File: config.mk
export PLATFORM = sky130hd
export DESIGN_NAME = chlcd_seq
export DESIGN_NICKNAME = d
export VERILOG_FILES = /design/src/rtl/chlcd_pkg.sv /design/src/rtl/chlcd_rst_sync.sv /design/src/rtl/chlcd_delay_timer.sv /design/src/rtl/chlcd_init_steps.sv /design/src/rtl/chlcd_nibble_tx.sv /design/src/rtl/chlcd_seq.sv
export SDC_FILE = /design/constraint.sdc
export NUM_CORES = 1
export LEC_CHECK = 0
export BUFFER_PORTS_ARGS = -buffer_cell sky130_fd_sc_hd__buf_2
export CORE_ASPECT_RATIO = 0.8
export CORE_MARGIN = 1
export CORE_UTILIZATION = 45
export CTS_CLUSTER_DIAMETER = 80
export CTS_CLUSTER_SIZE = 30
export DETAILED_ROUTE_END_ITERATION = 7
export GPL_TIMING_DRIVEN = 0
export PLACE_DENSITY = 0.75
export SLEW_MARGIN = 20
export SYNTH_ARGS = -nofsm -noshare
export SYNTH_HDL_FRONTEND = slang
export SYNTH_SLANG_ARGS = --single-unit
File: constraint.sdc
create_clock -name clk -period 1.92 [get_ports clk]
set_input_delay 0.384 -clock clk [delete_from_list [all_inputs] [get_ports clk]]
set_output_delay 0.384 -clock clk [all_outputs]
set_load 0.005 [all_outputs]
File: src/rtl/chlcd_pkg.sv
package chlcd_pkg;

  // wait classes selectable per bring-up step
  typedef enum logic [1:0] {
    W_SHORT = 2'd0,
    W_SYNC2 = 2'd1,
    W_SYNC1 = 2'd2,
    W_LONG  = 2'd3
  } wsel_e;

  typedef enum logic [1:0] {
    PH_IDLE  = 2'd0,
    PH_SETUP = 2'd1,
    PH_HIGH  = 2'd2,
    PH_HOLD  = 2'd3
  } phase_e;

  typedef enum logic [2:0] {
    M_POWER = 3'd0,
    M_ISSUE = 3'd1,
    M_SEND  = 3'd2,
    M_DELAY = 3'd3,
    M_READY = 3'd4
  } mode_e;

  typedef struct packed {
    logic  single;   // only code[7:4] is strobed
    logic [7:0] code;
    wsel_e wsel;
  } step_t;

  localparam int unsigned INIT_STEPS = 8;

  // microseconds to clock cycles, rounded up
  function automatic int unsigned us_to_cycles(input longint unsigned hz,
                                               input longint unsigned us);
    longint unsigned prod;
    prod = hz * us;
    return 32'((prod + 64'd999_999) / 64'd1_000_000);
  endfunction

  function automatic step_t init_step(input logic [2:0] idx,
                                      input logic two_line,
                                      input logic tall_font,
                                      input logic addr_inc,
                                      input logic scroll);
    step_t s;
    s.single = 1'b0;
    s.code   = 8'h00;
    s.wsel   = W_SHORT;
    case (idx)
      3'd0: begin s.single = 1'b1; s.code = 8'h30; s.wsel = W_SYNC1; end
      3'd1: begin s.single = 1'b1; s.code = 8'h30; s.wsel = W_SYNC2; end
      3'd2: begin s.single = 1'b1; s.code = 8'h30; end
      3'd3: begin s.single = 1'b1; s.code = 8'h20; end
      3'd4: s.code = {4'h2, two_line, tall_font, 2'b00};
      3'd5: s.code = 8'h08;
      3'd6: begin s.code = 8'h01; s.wsel = W_LONG; end
      default: s.code = {6'b000001, addr_inc, scroll};
    endcase
    return s;
  endfunction

  // clear or home instruction: long execution
  function automatic logic is_slow_cmd(input logic rs, input logic [7:0] b);
    return (!rs) && (b[7:2] == 6'd0) && (b[1:0] != 2'd0);
  endfunction

endpackage

File: src/rtl/chlcd_rst_sync.sv
module chlcd_rst_sync #(
  parameter int unsigned STAGES = 2
) (
  input  logic clk,
  input  logic rst_n,
  output logic rst_sync_n
);
  logic [STAGES-1:0] sync_q;

  always_ff @(posedge clk or negedge rst_n) begin
    if (!rst_n) sync_q <= '0;
    else        sync_q <= {sync_q[STAGES-2:0], 1'b1};
  end

  assign rst_sync_n = sync_q[STAGES-1];
endmodule

File: src/rtl/chlcd_delay_timer.sv
module chlcd_delay_timer #(
  parameter int unsigned CW       = 20,
  parameter int unsigned RST_LOAD = 1
) (
  input  logic          clk,
  input  logic          rst_n,
  input  logic          load,
  input  logic [CW-1:0] load_val,
  output logic          expired
);
  logic [CW-1:0] cnt_q, cnt_d;

  always_comb begin
    cnt_d = cnt_q;
    if (load)               cnt_d = load_val;
    else if (cnt_q != '0)   cnt_d = cnt_q - 1'b1;
  end

  always_ff @(posedge clk or negedge rst_n) begin
    if (!rst_n) cnt_q <= CW'(RST_LOAD);
    else        cnt_q <= cnt_d;
  end

  assign expired = (cnt_q == '0) && !load;
endmodule

File: src/rtl/chlcd_init_steps.sv
module chlcd_init_steps import chlcd_pkg::*; (
  input  logic  clk,
  input  logic  rst_n,
  input  logic  advance,
  input  logic  cfg_two_line,
  input  logic  cfg_tall_font,
  input  logic  cfg_addr_inc,
  input  logic  cfg_scroll,
  output step_t step,
  output logic  last
);
  localparam int unsigned IW = $clog2(INIT_STEPS);

  logic [IW-1:0] idx_q, idx_d;

  always_comb begin
    idx_d = idx_q;
    if (advance && !last) idx_d = idx_q + 1'b1;
  end

  always_ff @(posedge clk or negedge rst_n) begin
    if (!rst_n) idx_q <= '0;
    else        idx_q <= idx_d;
  end

  assign last = (idx_q == IW'(INIT_STEPS - 1));
  assign step = init_step(3'(idx_q), cfg_two_line, cfg_tall_font,
                          cfg_addr_inc, cfg_scroll);
endmodule

File: src/rtl/chlcd_nibble_tx.sv
module chlcd_nibble_tx import chlcd_pkg::*; #(
  parameter int unsigned SETUP_CYC = 2,
  parameter int unsigned HIGH_CYC  = 12,
  parameter int unsigned HOLD_CYC  = 2
) (
  input  logic       clk,
  input  logic       rst_n,
  input  logic       start,
  input  logic       single,
  input  logic       rs,
  input  logic [7:0] code,
  output logic       done,
  output logic       bus_en,
  output logic       bus_rs,
  output logic [3:0] bus_db
);
  localparam int unsigned PMAX_SH = (SETUP_CYC > HOLD_CYC) ? SETUP_CYC : HOLD_CYC;
  localparam int unsigned PMAX    = (PMAX_SH > HIGH_CYC) ? PMAX_SH : HIGH_CYC;
  localparam int unsigned PCW     = $clog2(PMAX + 1);
  localparam logic [PCW-1:0] SETUP_LD = PCW'(SETUP_CYC - 1);
  localparam logic [PCW-1:0] HIGH_LD  = PCW'(HIGH_CYC - 1);
  localparam logic [PCW-1:0] HOLD_LD  = PCW'(HOLD_CYC - 1);

  phase_e         ph_q, ph_d;
  logic [PCW-1:0] pcnt_q, pcnt_d;
  logic           lo_pend_q, lo_pend_d;
  logic [3:0]     lo_nib_q, lo_nib_d;
  logic           rs_q, rs_d;
  logic [3:0]     db_q, db_d;
  logic           en_q, en_d;

  always_comb begin
    ph_d      = ph_q;
    pcnt_d    = pcnt_q;
    lo_pend_d = lo_pend_q;
    lo_nib_d  = lo_nib_q;
    rs_d      = rs_q;
    db_d      = db_q;
    done      = 1'b0;
    case (ph_q)
      PH_IDLE: begin
        if (start) begin
          ph_d      = PH_SETUP;
          pcnt_d    = SETUP_LD;
          db_d      = code[7:4];
          lo_nib_d  = code[3:0];
          rs_d      = rs;
          lo_pend_d = !single;
        end
      end
      PH_SETUP: begin
        if (pcnt_q == '0) begin
          ph_d   = PH_HIGH;
          pcnt_d = HIGH_LD;
        end else begin
          pcnt_d = pcnt_q - 1'b1;
        end
      end
      PH_HIGH: begin
        if (pcnt_q == '0) begin
          ph_d   = PH_HOLD;
          pcnt_d = HOLD_LD;
        end else begin
          pcnt_d = pcnt_q - 1'b1;
        end
      end
      default: begin
        if (pcnt_q != '0) begin
          pcnt_d = pcnt_q - 1'b1;
        end else if (lo_pend_q) begin
          ph_d      = PH_SETUP;
          pcnt_d    = SETUP_LD;
          db_d      = lo_nib_q;
          lo_pend_d = 1'b0;
        end else begin
          ph_d = PH_IDLE;
          done = 1'b1;
        end
      end
    endcase
    en_d = (ph_d == PH_HIGH);
  end

  always_ff @(posedge clk or negedge rst_n) begin
    if (!rst_n) begin
      ph_q      <= PH_IDLE;
      pcnt_q    <= '0;
      lo_pend_q <= 1'b0;
      lo_nib_q  <= '0;
      rs_q      <= 1'b0;
      db_q      <= '0;
      en_q      <= 1'b0;
    end else begin
      ph_q      <= ph_d;
      pcnt_q    <= pcnt_d;
      lo_pend_q <= lo_pend_d;
      lo_nib_q  <= lo_nib_d;
      rs_q      <= rs_d;
      db_q      <= db_d;
      en_q      <= en_d;
    end
  end

  assign bus_en = en_q;
  assign bus_rs = rs_q;
  assign bus_db = db_q;
endmodule

File: src/rtl/chlcd_seq.sv
module chlcd_seq import chlcd_pkg::*; #(
  parameter int unsigned CLK_HZ    = 50_000_000,
  parameter int unsigned SETUP_CYC = 2,
  parameter int unsigned HIGH_CYC  = 12,
  parameter int unsigned HOLD_CYC  = 2
) (
  input  logic       clk,
  input  logic       rst_n,
  input  logic       cfg_two_line,
  input  logic       cfg_tall_font,
  input  logic       cfg_addr_inc,
  input  logic       cfg_scroll,
  input  logic       req_valid,
  input  logic       req_rs,
  input  logic [7:0] req_byte,
  output logic       req_ready,
  output logic       lcd_rs,
  output logic       lcd_rw,
  output logic       lcd_en,
  output logic [3:0] lcd_db
);
  localparam int unsigned CYC_PWR   = us_to_cycles(CLK_HZ, 15000);
  localparam int unsigned CYC_SYNC1 = us_to_cycles(CLK_HZ, 4100);
  localparam int unsigned CYC_SYNC2 = us_to_cycles(CLK_HZ, 100);
  localparam int unsigned CYC_LONG  = us_to_cycles(CLK_HZ, 1520);
  localparam int unsigned CYC_SHORT = us_to_cycles(CLK_HZ, 38);
  localparam int unsigned TCW       = $clog2(CYC_PWR + 1);

  logic          rst_i_n;
  mode_e         mode_q, mode_d;
  logic          init_q, init_d;
  logic          hrs_q, hrs_d;
  logic [7:0]    hbyte_q, hbyte_d;
  logic          tx_start, tx_done, tx_single, tx_rs;
  logic [7:0]    tx_code;
  logic          tmr_load, tmr_expired;
  logic [TCW-1:0] tmr_val, init_wait, host_wait;
  logic          step_adv, step_last;
  step_t         step;

  chlcd_rst_sync #(.STAGES(2)) u_rst (
    .clk(clk), .rst_n(rst_n), .rst_sync_n(rst_i_n)
  );

  chlcd_delay_timer #(.CW(TCW), .RST_LOAD(CYC_PWR)) u_tmr (
    .clk(clk), .rst_n(rst_i_n), .load(tmr_load), .load_val(tmr_val),
    .expired(tmr_expired)
  );

  chlcd_init_steps u_steps (
    .clk(clk), .rst_n(rst_i_n), .advance(step_adv),
    .cfg_two_line(cfg_two_line), .cfg_tall_font(cfg_tall_font),
    .cfg_addr_inc(cfg_addr_inc), .cfg_scroll(cfg_scroll),
    .step(step), .last(step_last)
  );

  chlcd_nibble_tx #(
    .SETUP_CYC(SETUP_CYC), .HIGH_CYC(HIGH_CYC), .HOLD_CYC(HOLD_CYC)
  ) u_tx (
    .clk(clk), .rst_n(rst_i_n), .start(tx_start), .single(tx_single),
    .rs(tx_rs), .code(tx_code), .done(tx_done),
    .bus_en(lcd_en), .bus_rs(lcd_rs), .bus_db(lcd_db)
  );

  // byte source: bring-up step or captured host request
  assign tx_single = init_q ? step.single : 1'b0;
  assign tx_rs     = init_q ? 1'b0 : hrs_q;
  assign tx_code   = init_q ? step.code : hbyte_q;

  always_comb begin
    case (step.wsel)
      W_SYNC1: init_wait = TCW'(CYC_SYNC1);
      W_SYNC2: init_wait = TCW'(CYC_SYNC2);
      W_LONG:  init_wait = TCW'(CYC_LONG);
      default: init_wait = TCW'(CYC_SHORT);
    endcase
    host_wait = is_slow_cmd(hrs_q, hbyte_q) ? TCW'(CYC_LONG) : TCW'(CYC_SHORT);
  end

  always_comb begin
    mode_d   = mode_q;
    init_d   = init_q;
    hrs_d    = hrs_q;
    hbyte_d  = hbyte_q;
    tx_start = 1'b0;
    tmr_load = 1'b0;
    tmr_val  = '0;
    step_adv = 1'b0;
    case (mode_q)
      M_POWER: if (tmr_expired) mode_d = M_ISSUE;
      M_ISSUE: begin
        tx_start = 1'b1;
        mode_d   = M_SEND;
      end
      M_SEND: begin
        if (tx_done) begin
          tmr_load = 1'b1;
          tmr_val  = init_q ? init_wait : host_wait;
          mode_d   = M_DELAY;
        end
      end
      M_DELAY: begin
        if (tmr_expired) begin
          if (init_q && !step_last) begin
            step_adv = 1'b1;
            mode_d   = M_ISSUE;
          end else begin
            init_d = 1'b0;
            mode_d = M_READY;
          end
        end
      end
      M_READY: begin
        if (req_valid) begin
          hrs_d   = req_rs;
          hbyte_d = req_byte;
          mode_d  = M_ISSUE;
        end
      end
      default: mode_d = M_POWER;
    endcase
  end

  always_ff @(posedge clk or negedge rst_i_n) begin
    if (!rst_i_n) begin
      mode_q  <= M_POWER;
      init_q  <= 1'b1;
      hrs_q   <= 1'b0;
      hbyte_q <= '0;
    end else begin
      mode_q  <= mode_d;
      init_q  <= init_d;
      hrs_q   <= hrs_d;
      hbyte_q <= hbyte_d;
    end
  end

  assign req_ready = (mode_q == M_READY);
  assign lcd_rw    = 1'b0;
endmodule

==> reports/metrics.yaml, run 1 <==
status:
  status: "complete, but fails checks"
  violations: "negative setup slack"
clocking:
  clockBufferDepth: 2
  h-tree-depth: 2
  cts_tree: "yes"
  clkTransAtPathRegs_ns: 0.10
  numCtsBuffers: 5
  cts_num_sinks: 55
  cts-root-buf: "clkbuf_8"
  clkLatencyLatePin_ns: 0.32
drt:
  routed_wl_mm: 7.32
  postRouteAntennaNets: 0
  via_per_inst: 5.66
  drc_errors: 0
  vias: 2665
  wl_per_cell_um: 15.5
  drtPass1Iterations: 4
  drt_iter0_markers: 224
die:
  die_height_um: 76.6
  die_width_um: 95.2
  dieArea_um2: 7290
  rows: 26
  start_util_pct: 47.8
  pin_count: 24
  core_area_um2: 6540
power:
  comb_power_share_pct: 40.8
  irDropWorstVdd_uv: 522
  p_leak_uw: 0.00166
  design_power_total_uw: 4120
  power.internal_uw: 2620
  p_sw_share_pct: 36.6
  power_density_nw_per_um2: 1040
  clockPowerShare_pct: 16.9
  p_seq_share_pct: 42.2
  p_switching_uw: 1510
yosys:
  yosys-mux-area-fraction_pct: 4.92
  synth.distinct_cells: 52
  synth-seq-cells: 55
  syn_area_um2: 3130
  synth_cells: 328
  synth_top_family_by_area: "simple AND/OR/NAND/NOR gates"
  yosysWarnings: 0
  ys_seq_area_share_pct: 44.5
  synth_compound_area_share_pct: 15.9
  async_flop_share_pct: 100
  syn_area_per_cell_um2: 9.53
  synthAdderAreaFrac_pct: 5.60
  synth_simple_gate_area_share_pct: 20.4
  synth_xor_area_share_pct: 4.20
  synth_edf_count: 0
  synth_nets: 358
  ys.flop_type: "dfrtp_1"
placed_design:
  place_ws_ns: -0.391
  dpl_cell_area_um2: 3350
  gp_congestion: 0.853
  port_buffers: 22
  hpwl_mm: 4.65
finish:
  layout_common_cells: "dfrtp_1, nor2_1, buf_4"
  nets: 416
  num-fill-cells: 512
  postLayoutCellArea_um2: 3970
  post-route-util_pct: 60.7
  drive_above_1_share_pct: 36.4
  diodes: 0
  final_common_cell: "dfrtp_1"
  area_delta_synth_final_pct: 26.9
sta:
  setup_viol: 3
  final_hold_viol_count: 0
  setup_ws_ns: -0.0428
  tightestPinTransition_ns: 0.676
  rsz0062_at_grt: "true"
  slew_headroom_pct: 54.9
  fin_crit_sh_pct: 102
  max_freq_mhz: 509
  slew_violations: 0
  clock_skew_ns: 0.00853
  finalCriticalPeriod_ns: 1.96
worst_setup_path:
  crit_top_cell: "ha_1"
  path_cells: "buf_4, ha_1, ha_1, and2b_1, nor3b_4, mux2_4"
  cp.required_ns: 2.13
  worst_ep_arrival_time_ns: 2.17
  cp-end-kind: "register"
  path_max_fanout: 3
  path_delay_family: "simple AND/OR/NAND/NOR gates"
  startpoint_type: "register"
  path_buf_inv: 1
  slowest_delay_ns: 0.39
  slowest_stage: "dfrtp_1"
  path_class: "reg2reg"
global_route:
  antenna_found_initial: 0
  grt_max_degree: 54
  grt_overflow: 0
  grt_first_pass_wirelength_mm: 11.9
  grt_usage_pct: 20.9
  first_global_vias: 2485
job:
  maxCapViolCount: 0
hold_path:
  min_path_type: "in2reg"
## area by class of cell
type / count / area, um^2 / share of cell area [%]
Multi-Input combinational cell: 245 / 1860 / 46.8
Sequential cell: 55 / 1400 / 35.2
Timing Repair Buffer: 54 / 370 / 9.33
Clock inverter: 2 / 16.3 / 0.410
Clock buffer: 6 / 82.6 / 2.08
Tap cell: 84 / 105 / 2.65
Buffer: 10 / 77.6 / 1.95
Inverter: 15 / 60.1 / 1.51
## final timing paths
path / startpoint / end / slack [ns] / cells after the start
max: u_steps.idx_q[1] / u_steps.idx_q[2] / -0.04 / 6
min: req_byte[5] / hbyte_q[5] / 0.27 / 3
max reg2reg: u_steps.idx_q[1] / u_steps.idx_q[2] / -0.04 / 6
min reg2reg: u_rst.sync_q[0] / u_rst.sync_q[1] / 0.36 / 0
max in group asynchronous: u_rst.sync_q[1] / u_tx.ph_q[1] / 1.05 / 0
min in group asynchronous: rst_n / u_rst.sync_q[1] / 0.37 / 2
## stage by stage
step                hold slack [ns]  TNS, ns  instances
finish                        0.273  -0.0871        471
global route                  0.280   -0.488        471
CTS                           0.267  -0.0929        461
detailed placement            0.170    -7.65        434
global placement              0.169   -21.78        434
floorplan                    0.0884  -0.0107        328
## repair_timing
| item | 4_1_cts | 5_1_grt |
|---|---|---|
| hold endpoints to repair | 2 | 0 |
| buffers inserted | 20 | 10 |
| pin swaps | 5 | 12 |
| hold buffers | 1 | 0 |
| gates cloned | 0 | 1 |
| resized for setup | 26 | 42 |
| setup endpoints to repair | 35 | 40 |
## flip-flops by register name, indices dropped and copies added (netlist names)
register and flops:
hbyte_q 8, hrs_q 1, init_q 1, mode_q 3, u_rst.sync_q 2, u_steps.idx_q 3
u_tmr.cnt_q 20, u_tx.bus_db 4, u_tx.bus_en 1, u_tx.bus_rs 1, u_tx.lo_nib_q 4, u_tx.lo_pend_q 1
u_tx.pcnt_q 4, u_tx.ph_q 2
## power groups by stage
stage               Sequential (uW)  Combinational (uW)  Clock [uW]
floorplan                      1680                 856           0
global placement               1730                1030           0
detailed placement             1740                1070           0
CTS                            1720                1370         714
global route                   1770                1860         753
finish                         1740                1680         699
## synthesized netlist by cell type, drive strengths merged (6+ instances only)
| master | instances | area, um^2 |
|---|---|---|
| a21o | 6 | 45.0 |
| a21oi | 22 | 110 |
| buf | 7 | 52.5 |
| clkbuf | 6 | 22.5 |
| dfrtp | 44 | 1100 |
| dfstp | 11 | 289 |
| ha | 14 | 175 |
| inv | 15 | 56.3 |
| mux2 | 11 | 124 |
| nand2 | 30 | 113 |
| nand3 | 6 | 42.5 |
| nor2 | 34 | 128 |
| nor3 | 13 | 65.1 |
| nor4 | 7 | 65.1 |
| o21ai | 17 | 85.1 |
| o31ai | 7 | 52.6 |
| xnor2 | 13 | 114 |
## worst reg2reg max path: cells and delay by family, from the launching register on
family                     cells  cell delay (ns)
and+or+nand+nor                2             0.57
adders and majority gates      2             0.43
DFF                            1             0.39
muxes                          1             0.33
buffers and inverters          1             0.14
## per-layer routing
metal / global-route usage, % / part of all wire (%) / vias to the layer above
li1: - / - / 1273
met1: 30.9 / 47 / 1302
met2: 31.3 / 46 / 75
met3: 3.39 / 4.9 / 15
met4: 6.06 / 1.7 / 0
met5: 0 / 0 / -
## cells by family after synthesis
kind of cell               Yosys count
AOI/OAI and AO/OA                   80
xor gates and xnor gates            15
adders and majority gates           14
buffers and inverters               28
DFF                                 55
muxes                               14
other                                2
and+or+nand+nor                    120
No activity file was read; power rests on OpenSTA's default activity.
==> run 2: changes to the inputs <==
==> constraint.sdc (replaced) <==
create_clock -name clk -period 1.92 [get_ports clk]
set_input_delay 0.384 -clock clk [delete_from_list [all_inputs] [get_ports clk]]
set_output_delay 0.384 -clock clk [all_outputs]
set_load 0.05 [all_outputs]
==> reports/metrics.yaml, run 2 (same netlist as run 1, synthesis figures left out) <==
placed_design:
  hpwl_mm: 4.65  # unchanged
  place_ws_ns: -0.391  # unchanged
  dp_cells: 434  # unchanged
  gp_congestion: 0.853  # unchanged
  port_buffers: 22  # unchanged
hold_path:
  min_path_type: "in2reg"
sta:
  slew_headroom_pct: 54.2  # -0.75 points
  setup_ws_ns: -0.0602  # -0.0174 ns
  fin_tns_setup_ns: -0.120  # -0.0328 ns
  tightestPinTransition_ns: 0.687  # +0.0113 ns
  rsz0062_at_grt: "true"
  slew_violations: 0  # unchanged
  max_freq_mhz: 505  # -0.88%
  fin_crit_sh_pct: 103  # +0.91 points
  finalCriticalPeriod_ns: 1.98  # +0.0174 ns
  clock_skew_ns: 0.0100  # +0.00147 ns
  timing.hold.ws_ns: 0.272  # -0.000750 ns
  final_hold_viol_count: 0  # unchanged
  setup_viol: 3  # unchanged
drt:
  routed_wl_mm: 7.52  # +2.8%
  via_per_inst: 5.72  # +1.0%
  postRouteAntennaNets: 0  # unchanged
  drt_iter0_markers: 210  # -6.3%
  wl_per_cell_um: 16.0  # +2.8%
  drtPass1Iterations: 4  # unchanged
  vias: 2692  # +1.0%
  drc_errors: 0  # unchanged
die:
  rows: 26  # unchanged
  die_height_um: 76.6  # unchanged
  start_util_pct: 47.8  # unchanged
  die_width_um: 95.2  # unchanged
  core_area_um2: 6540  # unchanged
  dieArea_um2: 7290  # unchanged
  pin_count: 24  # unchanged
finish:
  largest_register: "u_tmr.cnt_q"
  final_common_cell: "dfrtp_1"
  diodes: 0  # unchanged
  largest_reg_flops: 20  # unchanged
  drive_above_1_share_pct: 36.4  # unchanged
  area_delta_synth_final_pct: 27.0  # about the same
  nets: 416  # unchanged
  num-fill-cells: 512  # unchanged
  layout_common_cells: "dfrtp_1, nor2_1, buf_4"
  final-instance-count-excl-fill: 471  # unchanged
  reg_top3: "u_tmr.cnt_q: 20 flops, hbyte_q: 8 flops"
worst_setup_path:
  path_cells: "buf_4, ha_1, ha_1, and2b_1, nor3b_4, mux2_4"
  crit_top_cell: "ha_1"
  cp.required_ns: 2.13  # about the same
  slowest_stage: "dfrtp_1"
  startpoint_type: "register"
  path_delay_family: "simple AND/OR/NAND/NOR gates"
  slowest_delay_ns: 0.39  # about the same
  path_class: "reg2reg"
  worst_ep_arrival_time_ns: 2.19  # +0.02 ns
  cp-end-kind: "register"
  path_buf_inv: 1  # unchanged
  path_max_fanout: 3  # unchanged
global_route:
  first_global_vias: 2485  # unchanged
  grt_overflow: 0  # unchanged
  grt_max_degree: 54  # unchanged
  grt_first_pass_wirelength_mm: 11.9  # unchanged
  antenna_found_initial: 0  # unchanged
  grt_usage_pct: 20.9  # unchanged
status:
  status: "complete, but fails checks"
  violations: "negative setup slack"
clocking:
  clkLatencyLatePin_ns: 0.32  # about the same
  cts_tree: "yes"
  numCtsBuffers: 5  # unchanged
  h-tree-depth: 2  # unchanged
  clockBufferDepth: 2  # unchanged
  cts-root-buf: "clkbuf_8"
  cts_num_sinks: 55  # unchanged
  clkTransAtPathRegs_ns: 0.10  # about the same
power:
  design_power_total_uw: 4240  # +2.7%
  power_density_nw_per_um2: 1070  # +2.6%
  irDropWorstVdd_uv: 527  # +0.96%
  p_leak_uw: 0.00166  # about the same
job:
  maxCapViolCount: 0  # unchanged
-- run 2: tightest hold or removal path, delay by kind of cell --
family / cells / cell delay (ns)
and+or+nand+nor: 1 / 0.04
buffers and inverters: 1 / 0.08
AOI/OAI and AO/OA: 1 / 0.06
-- run 2: report_power, final --
part	total, uW	switching, uW	leakage (uW)	internal (uW)
combinational	1790	914	0.00100	879
clock	703	408	0.0000474	296
sequential	1740	295	0.000612	1450
total	4240	1620	0.00166	2620
-- run 2: repair_timing --
action                                  CTS  global route
buffers inserted                         20            10
endpoints found under the setup margin   35            41
gates cloned                              0             1
resized for setup                        26            43
hold buffers                              1             0
pin swaps                                 5            12
endpoints found under the hold margin     2             0
-- run 2: path summary, 6_finish.rpt --
| check | startpoint | end | slack, ns | cells after the start |
|---|---|---|---|---|
| worst max-delay path | u_steps.idx_q[1] | u_steps.idx_q[2] | -0.06 | 6 |
| worst min-delay path | req_byte[5] | hbyte_q[5] | 0.27 | 3 |
| worst max register to register | u_steps.idx_q[1] | u_steps.idx_q[2] | -0.06 | 6 |
| worst min register to register | u_rst.sync_q[0] | u_rst.sync_q[1] | 0.36 | 0 |
| max in group asynchronous | u_rst.sync_q[1] | u_tx.ph_q[1] | 1.05 | 0 |
| min in group asynchronous | rst_n | u_rst.sync_q[1] | 0.37 | 2 |
-- run 2: final cells by class --
| cell class | count | area, um^2 | share of cell area, % |
|---|---|---|---|
| plain buffers | 10 | 77.6 | 1.95 |
| clock buffers | 6 | 82.6 | 2.08 |
| clock inverters | 2 | 16.3 | 0.410 |
| inverters | 15 | 60.1 | 1.51 |
| multi-input cells | 245 | 1860 | 46.8 |
| flip-flops and latches | 55 | 1400 | 35.2 |
| well taps | 84 | 105 | 2.65 |
| repair buffers | 54 | 373 | 9.39 |
-- run 2: through the flow --
stage,utilization [%],cell area (um^2)
floorplan,-,3140
global placement,51.2,3350
detailed placement,51.3,3350
CTS,56.8,3710
global route,60.7,3970
finish,60.7,3970
-- run 2: routing by layer --
metal	vias to the layer above	wire length, um	global-route usage, %
met5	-	0	0
met4	0	140	6.06
met3	17	420	3.39
met2	105	3470	31.3
met1	1294	3480	30.9
li1	1276	-	-
==> run 3: changes to the inputs <==
--- a/config.mk
+++ b/config.mk
@@ -7,13 +7,13 @@
 export LEC_CHECK = 0
 export BUFFER_PORTS_ARGS = -buffer_cell sky130_fd_sc_hd__buf_2
 export CORE_ASPECT_RATIO = 0.8
-export CORE_MARGIN = 1
 export CORE_UTILIZATION = 45
 export CTS_CLUSTER_DIAMETER = 80
 export CTS_CLUSTER_SIZE = 30
 export DETAILED_ROUTE_END_ITERATION = 7
 export GPL_TIMING_DRIVEN = 0
 export PLACE_DENSITY = 0.75
+export SKIP_LAST_GASP = 1
 export SLEW_MARGIN = 20
 export SYNTH_ARGS = -nofsm -noshare
 export SYNTH_HDL_FRONTEND = slang
==> reports/metrics.yaml, run 3 (same netlist as run 1, synthesis figures left out) <==
global_route:
  grt_overflow: 0  # unchanged
  first_global_vias: 2484  # -0.040%
  grt_first_pass_wirelength_mm: 11.9  # -0.18%
  grt_usage_pct: 20.9  # -0.021 points
  antenna_found_initial: 0  # unchanged
  grt_max_degree: 54  # unchanged
die:
  die_width_um: 95.2  # unchanged
  start_util_pct: 47.8  # unchanged
  pin_count: 24  # unchanged
  dieArea_um2: 7290  # unchanged
  rows: 26  # unchanged
  core_area_um2: 6540  # unchanged
  die_height_um: 76.6  # unchanged
status:
  status: "complete, but fails checks"
  violations: "negative setup slack"
job:
  maxCapViolCount: 0  # unchanged
drt:
  drc_errors: 0  # unchanged
  postRouteAntennaNets: 0  # unchanged
  vias: 2687  # -0.19%
  wl_per_cell_um: 16.1  # +0.60%
  drtPass1Iterations: 5  # +1
  drt_iter0_markers: 234  # +11%
  routed_wl_mm: 7.58  # +0.81%
  via_per_inst: 5.69  # -0.40%
sta:
  slew_headroom_pct: 53.6  # -0.57 points
  finalCriticalPeriod_ns: 1.99  # +0.0132 ns
  clock_skew_ns: 0.0103  # +0.000288 ns
  setup_ws_ns: -0.0734  # -0.0132 ns
  fin_tns_setup_ns: -0.152  # -0.0321 ns
  fin_crit_sh_pct: 104  # +0.69 points
  rsz0062_at_grt: "true"
  final_hold_viol_count: 0  # unchanged
  max_freq_mhz: 502  # -0.66%
  slew_violations: 0  # unchanged
  tightestPinTransition_ns: 0.696  # +0.00860 ns
  setup_viol: 4  # +1
worst_setup_path:
  path_cells: "inv_2, ha_4, nor3b_4, buf_4, buf_4, a21oi_1, o21ai_0, o221ai_1, a211oi_1"
  worst_ep_arrival_time_ns: 2.22  # +0.03 ns
  crit_top_cell: "buf_4"
  regToRegEndpoint: "mode_q[0]"
  slowest_stage: "dfrtp_1"
  path_max_fanout: 3  # unchanged
  path_delay_family: "compound AO/OA/AOI/OAI gates"
  path_buf_inv: 3  # +2
  startpoint_type: "register"
  slowest_delay_ns: 0.41  # +0.02 ns
  crit_path_start: "u_tx.pcnt_q[1]"
  cp-endpoint: "mode_q[0]"
  r2r-start: "u_tx.pcnt_q[1]"
  path_class: "reg2reg"
  path_depth: 9  # +3
  cp.required_ns: 2.14  # about the same
  reg2reg_depth: 9  # +3
  cp-end-kind: "register"
  rrSetupSlack_ns: -0.07  # about the same
placed_design:
  port_buffers: 22  # unchanged
  gp_congestion: 0.853  # unchanged
  dp_cells: 434  # unchanged
  hpwl_mm: 4.65  # unchanged
hold_path:
  min_path_type: "in2reg"
  whs_path_depth: 3  # unchanged
finish:
  area_delta_synth_final_pct: 26.7
  diodes: 0  # unchanged
  final-instance-count-excl-fill: 472  # +0.21%
  layout_common_cells: "dfrtp_1, nor2_1, buf_4"
  final_common_cell: "dfrtp_1"
  largest_reg_flops: 20  # unchanged
  nets: 417  # +0.24%
  reg_top3: "u_tmr.cnt_q: 20 flops, hbyte_q: 8 flops"
  largest_register: "u_tmr.cnt_q"
  post-route-util_pct: 60.6  # -0.15 points
  drive_above_1_share_pct: 35.8  # -0.61 points
clocking:
  clkTransAtPathRegs_ns: 0.11  # about the same
  cts-root-buf: "clkbuf_8"
  cts_num_sinks: 55  # unchanged
  clockBufferDepth: 2  # unchanged
  clkLatencyLatePin_ns: 0.32  # about the same
  cts_tree: "yes"
  numCtsBuffers: 5  # unchanged
  h-tree-depth: 2  # unchanged
power:
  clockPowerShare_pct: 16.7  # about the same
  p_leak_uw: 0.00166  # -0.12%
  irDropWorstVdd_uv: 530  # +0.53%
  p_switching_uw: 1620  # +0.45%
  comb_power_share_pct: 42.1  # -0.2 points
  p_sw_share_pct: 38.4  # +0.25 points
  power_density_nw_per_um2: 1070  # about the same
  p_seq_share_pct: 41.2  # about the same
  power.internal_uw: 2600  # -0.59%
run 3: cell count changes in the layout (fill, tap and decap cells not counted), sizes merged:
cell | before | now
buf | 57 | 58
run 3: metal layers:
layer / part of all wire [%] / global-route usage [%]
met1: 47 / 30.9
met2: 46 / 31.2
met3: 5.8 / 3.39
met4: 1.8 / 6.06
met5: 0 / 0
run 3: repair_timing:
action	CTS	global route
hold buffers	1	0
hold endpoints to repair	2	0
gates cloned	0	1
gates resized for setup	24	40
pin swaps	5	10
endpoints found under the setup margin	35	41
buffers inserted	20	11
run 3: layout make-up:
type / instances / area [um^2]
clock buffer: 6 / 82.6
multi-input combinational: 245 / 1840
fill: 511 / 2580
sequential: 55 / 1400
buffer: 10 / 76.3
tap: 84 / 105
clock inverter: 2 / 16.3
inverter: 15 / 60.1
timing repair buffer: 55 / 380
run 3: worst min path at each step:
stage           startpoint              end  slack (ns)
5_1_grt        req_byte[4]       hbyte_q[4]        0.28
6_report       req_byte[5]       hbyte_q[5]        0.27
4_1_cts        req_byte[5]       hbyte_q[5]        0.27
2_1_floorplan        rst_n  u_rst.sync_q[0]        0.09
3_5_place_dp         rst_n  u_rst.sync_q[0]        0.17
3_3_place_gp         rst_n  u_rst.sync_q[0]        0.17
run 3: stage by stage:
stage	hold WS (ns)	total power [uW]	setup WS (ns)	area, um^2
after CTS	0.267	3890	-0.0484	3710
after global placement	0.169	2840	-0.372	3350
final	0.269	4230	-0.0734	3960
after floorplan	0.0884	2620	-0.0107	3140
after global routing	0.280	4480	-0.115	3960
after detailed placement	0.170	2900	-0.391	3350
run 3: power groups by stage:
stage                     Clock [uW]  Sequential (uW)  Combinational (uW)
after floorplan                    0             1760                 860
after global placement             0             1730                1120
after detailed placement           0             1740                1160
after CTS                        714             1720                1460
after global routing             755             1780                1940
final                            706             1740                1780
run 3: worst min-delay path: cells and delay by family:
kind | cells | cell delay, ns
AND/OR/NAND/NOR | 1 | 0.04
AO/OA/AOI/OAI | 1 | 0.06
buffers and inverters | 1 | 0.08
